<file path="config.mk">
export PLATFORM = sky130hd
export DESIGN_NAME = dma4_engine
export DESIGN_NICKNAME = d
export VERILOG_FILES = /design/src/rtl/dma4_pkg.sv /design/src/rtl/dma4_channel.sv /design/src/rtl/dma4_arbiter.sv /design/src/rtl/dma4_mover.sv /design/src/rtl/dma4_engine.sv
export SDC_FILE = /design/constraint.sdc
export NUM_CORES = 2
export LEC_CHECK = 0
export BUFFER_PORTS_ARGS = -buffer_cell sky130_fd_sc_hd__buf_2
export CORE_ASPECT_RATIO = 0.7
export CORE_MARGIN = 2
export CORE_UTILIZATION = 65
export DETAILED_ROUTE_END_ITERATION = 8
export MAX_ROUTING_LAYER = met4
export PLACE_DENSITY = 0.89
export SYNTH_ARGS = -nofsm -noshare
export SYNTH_HDL_FRONTEND = slang
export SYNTH_SLANG_ARGS = --single-unit
</file>
<file path="constraint.sdc">
create_clock -name clk -period 11.68 [get_ports clk]
set_clock_uncertainty 0.1 [all_clocks]
set_input_delay 0.584 -clock clk [delete_from_list [all_inputs] [get_ports clk]]
set_output_delay 0.584 -clock clk [all_outputs]
set_load 0.01 [all_outputs]
</file>
<file path="src/rtl/dma4_pkg.sv">
package dma4_pkg;
  localparam int ADDR_W  = 32;
  localparam int CNT_W   = 16;
  localparam int WCNT_W  = CNT_W + 1;
  localparam int CTRL_W  = 10;

  typedef enum logic [1:0] {TM_NOW = 2'd0, TM_VBL = 2'd1, TM_HBL = 2'd2, TM_SPECIAL = 2'd3} trig_e;
  typedef enum logic [1:0] {ST_INC = 2'd0, ST_DEC = 2'd1, ST_HOLD = 2'd2, ST_INC_RLD = 2'd3} step_e;
  typedef enum logic [1:0] {MV_IDLE = 2'd0, MV_RD = 2'd1, MV_WR = 2'd2} mv_e;

  typedef struct packed {
    logic [1:0] dst_ctl;
    logic [1:0] src_ctl;
    logic [1:0] timing;
    logic       word;
    logic       rpt;
    logic       irq_en;
    logic       en;
  } ctrl_t;

  // Signed step expressed modulo 2^ADDR_W.
  function automatic logic [ADDR_W-1:0] step_delta(input logic [1:0] ctl, input logic word);
    logic [ADDR_W-1:0] unit;
    unit = word ? ADDR_W'(4) : ADDR_W'(2);
    case (ctl)
      ST_DEC:  step_delta = ~unit + ADDR_W'(1);
      ST_HOLD: step_delta = '0;
      default: step_delta = unit;
    endcase
  endfunction

  // Zero count selects the channel-dependent maximum.
  function automatic logic [WCNT_W-1:0] eff_count(input logic [CNT_W-1:0] raw, input logic big);
    if (raw != '0)  eff_count = {1'b0, raw};
    else if (big)   eff_count = WCNT_W'(1) << CNT_W;
    else            eff_count = WCNT_W'(1) << (CNT_W - 2);
  endfunction
endpackage

</file>
<file path="src/rtl/dma4_channel.sv">
module dma4_channel
  import dma4_pkg::*;
#(
  parameter bit BIG_COUNT = 1'b0
) (
  input  logic              clk,
  input  logic              rst_n,
  input  logic              wr_en,
  input  logic [1:0]        wr_sel,
  input  logic [31:0]       wr_data,
  input  logic              hblank,
  input  logic              vblank,
  input  logic              grant,
  input  logic              adv,
  output logic              pending,
  output logic [ADDR_W-1:0] cur_src,
  output logic [ADDR_W-1:0] cur_dst,
  output logic              word,
  output logic              last_unit,
  output logic              irq,
  output logic [ADDR_W-1:0] rd_src,
  output logic [ADDR_W-1:0] rd_dst,
  output logic [CNT_W-1:0]  rd_cnt,
  output logic [CTRL_W-1:0] rd_ctrl
);
  logic [ADDR_W-1:0] src_q, dst_q, wsrc_q, wdst_q;
  logic [CNT_W-1:0]  cnt_q;
  logic [WCNT_W-1:0] wcnt_q;
  ctrl_t             ctrl_q, new_ctrl;
  logic              pend_q, irq_q;
  logic              wr_ctrl, en_rise, en_drop, finish, trig;

  assign new_ctrl = ctrl_t'(wr_data[CTRL_W-1:0]);
  assign wr_ctrl  = wr_en && (wr_sel == 2'd3);
  assign en_rise  = wr_ctrl && new_ctrl.en && !ctrl_q.en;
  assign en_drop  = wr_ctrl && !new_ctrl.en;
  assign last_unit = (wcnt_q == WCNT_W'(1));
  assign finish   = adv && last_unit;
  assign trig     = (en_rise && new_ctrl.timing == TM_NOW)
                 || (hblank && ctrl_q.en && ctrl_q.timing == TM_HBL)
                 || (vblank && ctrl_q.en && ctrl_q.timing == TM_VBL);

  always_ff @(posedge clk or negedge rst_n) begin
    if (!rst_n) begin
      src_q <= '0; dst_q <= '0; cnt_q <= '0; ctrl_q <= '0;
    end else begin
      if (wr_en && wr_sel == 2'd0) src_q <= {wr_data[ADDR_W-1:1], 1'b0};
      if (wr_en && wr_sel == 2'd1) dst_q <= {wr_data[ADDR_W-1:1], 1'b0};
      if (wr_en && wr_sel == 2'd2) cnt_q <= wr_data[CNT_W-1:0];
      if (wr_ctrl)                 ctrl_q <= new_ctrl;
      else if (finish && !ctrl_q.rpt) ctrl_q.en <= 1'b0;
    end
  end

  always_ff @(posedge clk or negedge rst_n) begin
    if (!rst_n) begin
      wsrc_q <= '0; wdst_q <= '0; wcnt_q <= '0;
    end else if (en_rise) begin
      wsrc_q <= src_q;
      wdst_q <= dst_q;
      wcnt_q <= eff_count(cnt_q, BIG_COUNT);
    end else if (grant && ctrl_q.word) begin
      wsrc_q[1:0] <= 2'b00;
      wdst_q[1:0] <= 2'b00;
    end else if (adv) begin
      wsrc_q <= wsrc_q + step_delta(ctrl_q.src_ctl, ctrl_q.word);
      wdst_q <= wdst_q + step_delta(ctrl_q.dst_ctl, ctrl_q.word);
      wcnt_q <= wcnt_q - WCNT_W'(1);
      if (finish && ctrl_q.rpt) begin
        wcnt_q <= eff_count(cnt_q, BIG_COUNT);
        if (ctrl_q.dst_ctl == ST_INC_RLD) wdst_q <= dst_q;
      end
    end
  end

  always_ff @(posedge clk or negedge rst_n) begin
    if (!rst_n) begin
      pend_q <= 1'b0; irq_q <= 1'b0;
    end else begin
      pend_q <= ((pend_q && !grant) || trig) && !en_drop && !(finish && !ctrl_q.rpt);
      irq_q  <= finish && ctrl_q.irq_en;
    end
  end

  assign pending = pend_q;
  assign cur_src = wsrc_q;
  assign cur_dst = wdst_q;
  assign word    = ctrl_q.word;
  assign irq     = irq_q;
  assign rd_src  = src_q;
  assign rd_dst  = dst_q;
  assign rd_cnt  = cnt_q;
  assign rd_ctrl = ctrl_q;

  // an immediate arm leaves the channel waiting for service
  a_r4_now_arms: assert property (@(posedge clk) disable iff (!rst_n)
    (en_rise && new_ctrl.timing == TM_NOW) |=> pend_q);
  // a one-shot finish drops the enable bit
  a_r7_enable_drops: assert property (@(posedge clk) disable iff (!rst_n)
    (finish && !ctrl_q.rpt && !wr_ctrl) |=> !ctrl_q.en);
  // no interrupt when the enable for it is clear
  a_r9_irq_gated: assert property (@(posedge clk) disable iff (!rst_n)
    (finish && !ctrl_q.irq_en) |=> !irq_q);
  // special timing never raises a request
  a_r11_special_idle: assert property (@(posedge clk) disable iff (!rst_n)
    (ctrl_q.timing == TM_SPECIAL && !pend_q && !wr_ctrl) |=> !pend_q);
endmodule

</file>
<file path="src/rtl/dma4_arbiter.sv">
module dma4_arbiter #(
  parameter int NUM_CH = 4
) (
  input  logic              clk,
  input  logic              rst_n,
  input  logic              idle,
  input  logic [NUM_CH-1:0] pend,
  output logic [NUM_CH-1:0] grant
);
  logic taken;

  always_comb begin
    grant = '0;
    taken = 1'b0;
    for (int i = 0; i < NUM_CH; i++) begin
      if (idle && pend[i] && !taken) begin
        grant[i] = 1'b1;
        taken    = 1'b1;
      end
    end
  end

  // at most one grant, never passing over a lower waiting channel
  a_r10_single_grant: assert property (@(posedge clk) disable iff (!rst_n) $onehot0(grant));

  for (genvar g = 1; g < NUM_CH; g++) begin : g_prio
    a_r10_lowest_first: assert property (@(posedge clk) disable iff (!rst_n)
      grant[g] |-> (pend[g-1:0] == '0));
  end
endmodule

</file>
<file path="src/rtl/dma4_mover.sv">
module dma4_mover
  import dma4_pkg::*;
(
  input  logic              clk,
  input  logic              rst_n,
  input  logic              start,
  input  logic [ADDR_W-1:0] src_addr,
  input  logic [ADDR_W-1:0] dst_addr,
  input  logic              word,
  input  logic              last_unit,
  output logic              idle,
  output logic              adv,
  output logic              mem_req,
  output logic              mem_we,
  output logic              mem_size,
  output logic [ADDR_W-1:0] mem_addr,
  output logic [31:0]       mem_wdata,
  input  logic [31:0]       mem_rdata,
  input  logic              mem_ack
);
  mv_e         state_q;
  logic [31:0] buf_q;

  always_ff @(posedge clk or negedge rst_n) begin
    if (!rst_n) begin
      state_q <= MV_IDLE;
      buf_q   <= '0;
    end else begin
      case (state_q)
        MV_IDLE: if (start) state_q <= MV_RD;
        MV_RD: if (mem_ack) begin
          buf_q   <= mem_rdata;
          state_q <= MV_WR;
        end
        MV_WR: if (mem_ack) state_q <= last_unit ? MV_IDLE : MV_RD;
        default: state_q <= MV_IDLE;
      endcase
    end
  end

  assign idle      = (state_q == MV_IDLE);
  assign adv       = (state_q == MV_WR) && mem_ack;
  assign mem_req   = (state_q != MV_IDLE);
  assign mem_we    = (state_q == MV_WR);
  assign mem_size  = word;
  assign mem_addr  = (state_q == MV_WR) ? dst_addr : src_addr;
  assign mem_wdata = buf_q;

  // request held steady until accepted
  a_r12_hold_until_ack: assert property (@(posedge clk) disable iff (!rst_n)
    (mem_req && !mem_ack) |=> (mem_req && $stable(mem_addr) && $stable(mem_we)));
  // an accepted read is followed by a write
  a_r12_read_then_write: assert property (@(posedge clk) disable iff (!rst_n)
    (mem_req && !mem_we && mem_ack) |=> (mem_req && mem_we));
  // word accesses are aligned
  a_r2_word_aligned: assert property (@(posedge clk) disable iff (!rst_n)
    (mem_req && mem_size) |-> (mem_addr[1:0] == 2'b00));
endmodule

</file>
<file path="src/rtl/dma4_engine.sv">
module dma4_engine
  import dma4_pkg::*;
#(
  parameter int NUM_CH = 4
) (
  input  logic                       clk,
  input  logic                       rst_n,
  input  logic                       cfg_we,
  input  logic [$clog2(NUM_CH)-1:0]  cfg_ch,
  input  logic [1:0]                 cfg_sel,
  input  logic [31:0]                cfg_wdata,
  input  logic [$clog2(NUM_CH)-1:0]  rd_ch,
  input  logic [1:0]                 rd_sel,
  output logic [31:0]                rd_data,
  input  logic                       hblank_pulse,
  input  logic                       vblank_pulse,
  output logic                       mem_req,
  output logic                       mem_we,
  output logic                       mem_size,
  output logic [31:0]                mem_addr,
  output logic [31:0]                mem_wdata,
  input  logic [31:0]                mem_rdata,
  input  logic                       mem_ack,
  output logic [NUM_CH-1:0]          irq
);
  localparam int CH_W = $clog2(NUM_CH);

  logic [NUM_CH-1:0] pend, grant, ch_word, ch_last, ch_adv;
  logic [ADDR_W-1:0] ch_src [NUM_CH];
  logic [ADDR_W-1:0] ch_dst [NUM_CH];
  logic [ADDR_W-1:0] r_src  [NUM_CH];
  logic [ADDR_W-1:0] r_dst  [NUM_CH];
  logic [CNT_W-1:0]  r_cnt  [NUM_CH];
  logic [CTRL_W-1:0] r_ctrl [NUM_CH];
  logic [CH_W-1:0]   sel_q, gidx;
  logic              idle, adv;

  for (genvar i = 0; i < NUM_CH; i++) begin : g_ch
    assign ch_adv[i] = adv && (sel_q == CH_W'(i));
    dma4_channel #(.BIG_COUNT(i == NUM_CH - 1)) u_ch (
      .clk      (clk),
      .rst_n    (rst_n),
      .wr_en    (cfg_we && cfg_ch == CH_W'(i)),
      .wr_sel   (cfg_sel),
      .wr_data  (cfg_wdata),
      .hblank   (hblank_pulse),
      .vblank   (vblank_pulse),
      .grant    (grant[i]),
      .adv      (ch_adv[i]),
      .pending  (pend[i]),
      .cur_src  (ch_src[i]),
      .cur_dst  (ch_dst[i]),
      .word     (ch_word[i]),
      .last_unit(ch_last[i]),
      .irq      (irq[i]),
      .rd_src   (r_src[i]),
      .rd_dst   (r_dst[i]),
      .rd_cnt   (r_cnt[i]),
      .rd_ctrl  (r_ctrl[i])
    );
  end

  dma4_arbiter #(.NUM_CH(NUM_CH)) u_arb (
    .clk  (clk),
    .rst_n(rst_n),
    .idle (idle),
    .pend (pend),
    .grant(grant)
  );

  always_comb begin
    gidx = '0;
    for (int i = 0; i < NUM_CH; i++) if (grant[i]) gidx = CH_W'(i);
  end

  always_ff @(posedge clk or negedge rst_n) begin
    if (!rst_n)      sel_q <= '0;
    else if (|grant) sel_q <= gidx;
  end

  dma4_mover u_mv (
    .clk      (clk),
    .rst_n    (rst_n),
    .start    (|grant),
    .src_addr (ch_src[sel_q]),
    .dst_addr (ch_dst[sel_q]),
    .word     (ch_word[sel_q]),
    .last_unit(ch_last[sel_q]),
    .idle     (idle),
    .adv      (adv),
    .mem_req  (mem_req),
    .mem_we   (mem_we),
    .mem_size (mem_size),
    .mem_addr (mem_addr),
    .mem_wdata(mem_wdata),
    .mem_rdata(mem_rdata),
    .mem_ack  (mem_ack)
  );

  always_comb begin
    case (rd_sel)
      2'd0:    rd_data = r_src[rd_ch];
      2'd1:    rd_data = r_dst[rd_ch];
      2'd2:    rd_data = 32'(r_cnt[rd_ch]);
      default: rd_data = 32'(r_ctrl[rd_ch]);
    endcase
  end

  // the serving channel does not change while the mover is busy
  a_r10_no_switch: assert property (@(posedge clk) disable iff (!rst_n)
    (mem_req && !idle) |=> $stable(sel_q) || idle);
endmodule

</file>
# [Word level (Yosys, flattened, before mapping)]
# Cells that the tools add are included.
[word_totals] ff_bits=720 inputBits=78 elab_cells=451
[classes] n_addsub=16 magnitude_cmp=3 n_eq_ne=52 n_mux=142 bitwise=6 n_reduce_logical=161
[op_table] operator="$mux W32" count=57
[op_table] operator="$pmux W32 S2" count=8
[op_table] operator="$mux W17" count=17
[op_table] operator="$add A32 B32 Y32" count=8
[op_table] operator="$bmux W32 S2" count=4
[op_table] operator="$mux W30" count=8
[op_table] operator="$add A32 B1 Y32 const B" count=4
[op_table] operator="$not A32 Y32" count=4
[op_table] operator="$logic_and A1 B1 Y1" count=96
[op_table] operator="$pmux W32 S3" count=1
[op_table] operator="$mux W16" count=5
[op_table] operator="$eq A17 B1 Y1 const B" count=4
[op_table] operator="$sub A17 B1 Y17 const B" count=4
[op_table] operator="$reduce_bool A16 Y1" count=4
[op_table] operator="$eq A2 B2 Y1 const B" count=24
[op_table] operator="$eq A2 B1 Y1 const B" count=17
[op_table] operator="$bmux W16 S2" count=1
[op_table] operator="$mux W2" count=13
[op_table] operator="$logic_not A1 Y1" count=23
[op_table] operator="$bmux W10 S2" count=1
[op_table] operator="$mux W10" count=2
[op_table] operator="$mux W1" count=18
[op_table] operator="$reduce_bool A2 Y1" count=9
[op_table] operator="$logic_not A2 Y1" count=6
[op_table] operator="other kinds (13)" count=42

# [Longest topological paths before layout]
[logic_depth] word_depth=21 ltp_mapped=18

# [Cells and area by module]
# Synthesis repeated with hierarchy kept, for this count alone.
[unflattened] hier_cells=5271 hier_area_um2=49565.0
[by_module_without_submodules] module="dma4_channel at g_ch[1].u_ch ..." n_inst=2 cells_each=1211 area_per_inst_um2=10682.7 seq_area_each_um2=4229.1
[by_module_without_submodules] module="dma4_channel at g_ch[0].u_ch" n_inst=1 cells_each=1239 area_per_inst_um2=10995.5 seq_area_each_um2=4229.1
[by_module_without_submodules] module="dma4_channel at g_ch[3].u_ch" n_inst=1 cells_each=1182 area_per_inst_um2=10817.9 seq_area_each_um2=4229.1
[by_module_without_submodules] module="dma4_engine" n_inst=1 cells_each=306 area_per_inst_um2=4453.0 seq_area_each_um2=50.0
[by_module_without_submodules] module="dma4_mover" n_inst=1 cells_each=116 area_per_inst_um2=1868.0 seq_area_each_um2=850.8
[by_module_without_submodules] module="dma4_arbiter" n_inst=1 cells_each=6 area_per_inst_um2=65.1 seq_area_each_um2=0.0

# [Worst setup path before layout]
# Ideal clock, no wire load.
[synth_path] path_kind="reg2reg" start="register g_ch[0].u_ch.ctrl_q, in the netlist g_ch[0].u_ch.rd_ctrl[9]" end="register g_ch[0].u_ch.wdst_q[27]" setup_ns=0.127 t_arrival_ns=3.812 required_ns=11.453 slack_ns=7.641 stages_incl_launch_ff=19 period_less_slack_ns=4.039 cell_sequence="dfrtp_1 -> inv_1 -> ha_1 -> clkbuf_1 -> clkbuf_1 -> buf_1 -> nor2_1 -> nor2_1 -> ha_1 -> fa_1 -> nor3b_1 -> o31ai_1 -> a221oi_1 -> o211ai_1 -> nand2_1 -> nand3_1 -> a221oi_1 -> a21oi_1 -> o2bb2a_1"
[synth_between] elab_chain_cells=11 word_cells_on_any_way=13 cone_classes="add/sub: 1; eq/ne: 3; mux: 9"
[synth_rtl] element="start, declared" line_no="dma4_channel.sv:29" text="ctrl_t ctrl_q, new_ctrl;"
[synth_rtl] element="start signal, assigned" line_no="dma4_channel.sv:50" text="if (wr_ctrl) ctrl_q <= new_ctrl;"
[synth_rtl] element="$eq A2 B2 Y1 / $eq A2 B1 Y1 (equally long branches)" line_no="dma4_pkg.sv:25" text="case (ctl)"
[synth_rtl] element="$pmux W32 S2" line_no="dma4_pkg.sv:25"
[synth_rtl] element="$mux W32" line_no="dma4_channel.sv:65" text="end else if (adv) begin"
[synth_rtl] element="$mux W32" line_no="dma4_channel.sv:62" text="end else if (grant && ctrl_q.word) begin"
[synth_rtl] element="$mux W32" line_no="dma4_channel.sv:58" text="end else if (en_rise) begin"
[synth_rtl] element="$add A32 B32 Y32" line_no="dma4_channel.sv:67" text="wdst_q <= wdst_q + step_delta(ctrl_q.dst_ctl, ctrl_q.word);"
[synth_rtl] element="$mux W32" line_no="dma4_channel.sv:71" text="if (ctrl_q.dst_ctl == ST_INC_RLD) wdst_q <= dst_q;"
[synth_rtl] element="$mux W32 (*)" line_no="dma4_channel.sv:69" text="if (finish && ctrl_q.rpt) begin"
[synth_rtl] element="$mux W32 (*)" line_no="dma4_channel.sv:65"
[synth_rtl] element="$mux W30 (*)" line_no="dma4_channel.sv:62"
[synth_rtl] element="$mux W32 (*)" line_no="dma4_channel.sv:58"
[synth_rtl] element="end signal, assigned" line_no="dma4_channel.sv:60" text="wdst_q <= dst_q;"
[synth_rtl] element="end signal, assigned" line_no="dma4_channel.sv:67"
[synth_rtl] element="end signal, assigned" line_no="dma4_channel.sv:71"
[synth_rtl] element="end, declared" line_no="dma4_channel.sv:26" text="logic [ADDR_W-1:0] src_q, dst_q, wsrc_q, wdst_q;"
# Every way passes the cells marked *; elsewhere a longest branch is shown, timed or not. The select of a mux whose other input is x is not followed.
# A chain may end at the register's enable or synchronous reset.

# [Final worst setup path]
[layout_path] start="register g_ch[1].u_ch.ctrl_q, in the netlist g_ch[1].u_ch.rd_ctrl[9]" end="register g_ch[1].u_ch.wdst_q[27]"
[layout_between] elab_chain_cells=11 word_cells_on_any_way=13 cone_classes="add/sub: 1; eq/ne: 3; mux: 9"
[layout_rtl] element="start, declared" line_no="dma4_channel.sv:29"
[layout_rtl] element="start signal, assigned" line_no="dma4_channel.sv:50"
[layout_rtl] element="$eq A2 B2 Y1 / $eq A2 B1 Y1 (equally long branches)" line_no="dma4_pkg.sv:25"
[layout_rtl] element="$pmux W32 S2" line_no="dma4_pkg.sv:25"
[layout_rtl] element="$mux W32" line_no="dma4_channel.sv:65"
[layout_rtl] element="$mux W32" line_no="dma4_channel.sv:62"
[layout_rtl] element="$mux W32" line_no="dma4_channel.sv:58"
[layout_rtl] element="$add A32 B32 Y32" line_no="dma4_channel.sv:67"
[layout_rtl] element="$mux W32" line_no="dma4_channel.sv:71"
[layout_rtl] element="$mux W32 (*)" line_no="dma4_channel.sv:69"
[layout_rtl] element="$mux W32 (*)" line_no="dma4_channel.sv:65"
[layout_rtl] element="$mux W30 (*)" line_no="dma4_channel.sv:62"
[layout_rtl] element="$mux W32 (*)" line_no="dma4_channel.sv:58"
[layout_rtl] element="end signal, assigned" line_no="dma4_channel.sv:60"
[layout_rtl] element="end signal, assigned" line_no="dma4_channel.sv:67"
[layout_rtl] element="end signal, assigned" line_no="dma4_channel.sv:71"
[layout_rtl] element="end, declared" line_no="dma4_channel.sv:26"
# Marks and branches as above.

==> results.toml <==
[sta]
setup_violations = 0
slew_headroom = 0.0793
tns_ns = 0
finalCriticalPeriod_ns = 4.99
worst_pin_slew_ns = 1.38
rsz0062_at_grt = "no"
final-hold-violation-count = 0
finalMaxSlewViolations = 0
min_period_over_period = 0.427
max_freq_ghz = 0.201

[placement]
hpwl_um = 125000
gp_congestion = 1.05
portBuffers = 179
dpl_cell_area_mm2 = 0.0503

[clocking]
root_buffer = "clkbuf_16"
clock_latency_ns = 0.67
postCtsHoldBufs = 1
htree_levels = 3
numCtsBuffers = 75
cts_tree = "done"
cts_max_path_buffers = 3
cts_setup_buffers = 0
clock_sinks = 712
clk_pin_slew_ns = 0.07
cts_resized = 0

[synth]
synth_ff_type = "dfrtp_1"
syn_nets = 5561
yosys-top-cells-area = "dfrtp_1 36%, mux2_2 8.4%, mux4_2 7.3%"
avgSynthCellArea_um2 = 9.26
synth-seq-cells = 712
syn_inst = 5319
postSynth.asyncResetShare = 1.00
ys_seq_area_frac = 0.362
syn-cell-area_mm2 = 0.0492
yosysTopAreaCell = "dfrtp_1"
synth.most_common_cell = "dfrtp_1"
synth_edf_count = 0
synth_top_area_share = 0.362
yosysWarnings = 0
synthTopCellsByCount = "712 x dfrtp_1, 520 x nand2_1, 416 x nor2_1"
ys_types = 103

[critical_path]
arrival_ns = 5.43
r2r_start = "g_ch[1].u_ch.rd_ctrl[9]"
crit_path_start = "g_ch[1].u_ch.rd_ctrl[9]"
r2r-end = "g_ch[1].u_ch.cur_dst[27]"
crit_type = "flop to flop"
cp-start-kind = "flop"
cp-endpoint = "g_ch[1].u_ch.cur_dst[27]"
crit_path_max_fanout = 34
required_ns = 12.12
reg2reg_depth = 15
endpoint_kind = "flop"
reg2reg_slack_ns = 6.69

[global_route]
grt_pass1_vias = 42500
grt_overflow_total = 0
grt_max_degree = 182
grt_usage = 0.464
antenna_found_initial = 10
grt_pass1_wl_um = 266000

[run_status]
status = "finished, violations left"
violations = "DRC"

[routing]
first_pass_iters = 9
via_per_inst = 7.34
vias = 46100
totalWireLength_um = 178000
drc = 6
drt_iter0_drc = 7656
ant_nets = 0
wire_per_inst_um = 28.4

[finish]
fillCellCount = 5542
syn_to_final_growth_pct = 7.55
nets = 5463
drive_gt1_frac = 0.188
multi_input_area_mm2 = 0.0293
final-seq-area_mm2 = 0.0178
stdcell_area_mm2 = 0.0529

[die]
start_util = 0.656
ios = 181
fp.coreArea_mm2 = 0.0750
die_x_um = 333
die_h_um = 234
fp.dieArea_mm2 = 0.0780
row_count = 84

[worst_hold_path]
hold_class = "input pin to flop"

[flow_run]
max_cap_violations = 0

[power_and_ir_drop]
powerDensity_mw_per_mm2 = 247
p_leak_nw = 22.7
ir_worst_vdd_v = 0.000162
==> registers in the layout, summed over array words and instances, names as in the netlist, 4 cells and up <==
register	flops
g_ch.u_ch.cur_dst	124
g_ch.u_ch.wcnt_q	68
g_ch.u_ch.pending	4
g_ch.u_ch.word	4
u_mv.mem_wdata	32
g_ch.u_ch.rd_ctrl	36
g_ch.u_ch.cur_src	124
g_ch.u_ch.rd_dst	124
g_ch.u_ch.rd_src	124
g_ch.u_ch.irq	4
g_ch.u_ch.rd_cnt	64
==> cell usage in the layout, fill, tap and decap left out, types with 16 or more instances in the layout <==
cell type / instances
o21ai_0: 376
o31ai_1: 38
o21bai_1: 23
o211ai_1: 22
nor4_1: 54
buf_4: 74
a22oi_1: 61
mux2i_1: 46
nor2b_1: 25
and2_1: 19
o22a_1: 17
a32oi_1: 16
or3_1: 43
o21ai_1: 30
nor2_1: 409
nand2_1: 518
mux2_2: 369
o31a_1: 24
nand3_1: 136
a2bb2oi_1: 20
and3_1: 49
nor3b_1: 22
nand2b_1: 21
clkbuf_16: 77
nand3b_1: 23
a21oi_1: 413
xnor2_1: 131
a31oi_1: 89
dfrtp_1: 710
o21a_1: 42
nand4_1: 26
nor3_1: 147
o22ai_1: 77
a21o_1: 76
inv_1: 127
ha_1: 152
xor2_1: 51
mux4_2: 160
a211oi_1: 37
buf_2: 176
==> per-stage QoR <==
step | cells | total power, mW | utilization | worst slack (ns) | hold WS, ns
global route | 6277 | 13.6 | 0.705 | 6.54 | 0.0460
CTS | 6268 | 12.8 | 0.705 | 7.01 | 0.0367
floorplan | 5319 | 8.21 | - | 7.64 | 0.188
detailed placement | 6132 | 10.2 | 0.670 | 7.04 | 0.365
finish | 6279 | 13.1 | 0.706 | 6.69 | 0.0480
global placement | 6132 | 9.96 | 0.670 | 7.23 | 0.360
==> how the worst min path moves through the flow <==
stage,start,end,slack (ns),cells after the start
detailed placement,g_ch[0].u_ch.wcnt_q[9],g_ch[0].u_ch.wcnt_q[9],0.36,2
global placement,g_ch[1].u_ch.wcnt_q[6],g_ch[1].u_ch.wcnt_q[6],0.36,2
floorplan,rst_n,g_ch[0].u_ch.cur_dst[10],0.19,0
finish,mem_rdata[14],u_mv.mem_wdata[14],0.05,2
global route,mem_rdata[25],u_mv.mem_wdata[25],0.05,2
CTS,mem_rdata[15],u_mv.mem_wdata[15],0.04,2
==> power breakdown <==
group	internal [mW]	total (mW)	switching (mW)
registers	3.26	4.63	1.37
clock network	1.49	2.60	1.11
logic	2.50	5.85	3.35
total	7.24	13.1	5.83
==> routing by layer <==
metal,vias to the layer above,share of wire,GRT usage
met2,3737,0.40,0.615
li1,19600,-,-
met5,-,0,-
met1,22000,0.38,0.624
met3,742,0.15,0.145
met4,0,0.068,0.265
==> cells by family (layout without fill, tap and decap cells) <==
kind of cell,Yosys count,after routing,share of synthesized area
other,1,12,0.0000762
AOI/OAI and AO/OA,1531,1531,0.196
xor gates and xnor gates,182,182,0.0324
muxes,576,576,0.167
buffers and inverters,558,518,0.0465
adders and majority gates,164,164,0.0429
DFF,712,712,0.362
and+or+nand+nor,1595,1595,0.153
==> layout make-up <==
cell class,instances,share of cell area
Sequential cell,712,0.337
Inverter,128,0.00907
Multi-Input combinational cell,4049,0.553
Clock inverter,33,0.00837
Tap cell,989,0.0234
Timing Repair Buffer,255,0.0286
Clock buffer,102,0.0408
Antenna cell,11,0.000520
==> worst max-delay path, stage by stage, from the launching register on <==
cell	delay (ns)
dfrtp_1	0.42
inv_1	0.12
ha_1	0.19
buf_4	0.37
inv_1	0.37
o21ai_0	0.43
fa_1	0.34
nor3b_1	0.31
o31a_1	0.22
o22ai_1	0.15
a2111oi_2	0.68
o21ai_1	0.30
o21ai_2	0.17
mux2i_1	0.24
nand2_1	0.08
a311o_1	0.35
No activity file was read; power rests on OpenSTA's default activity.
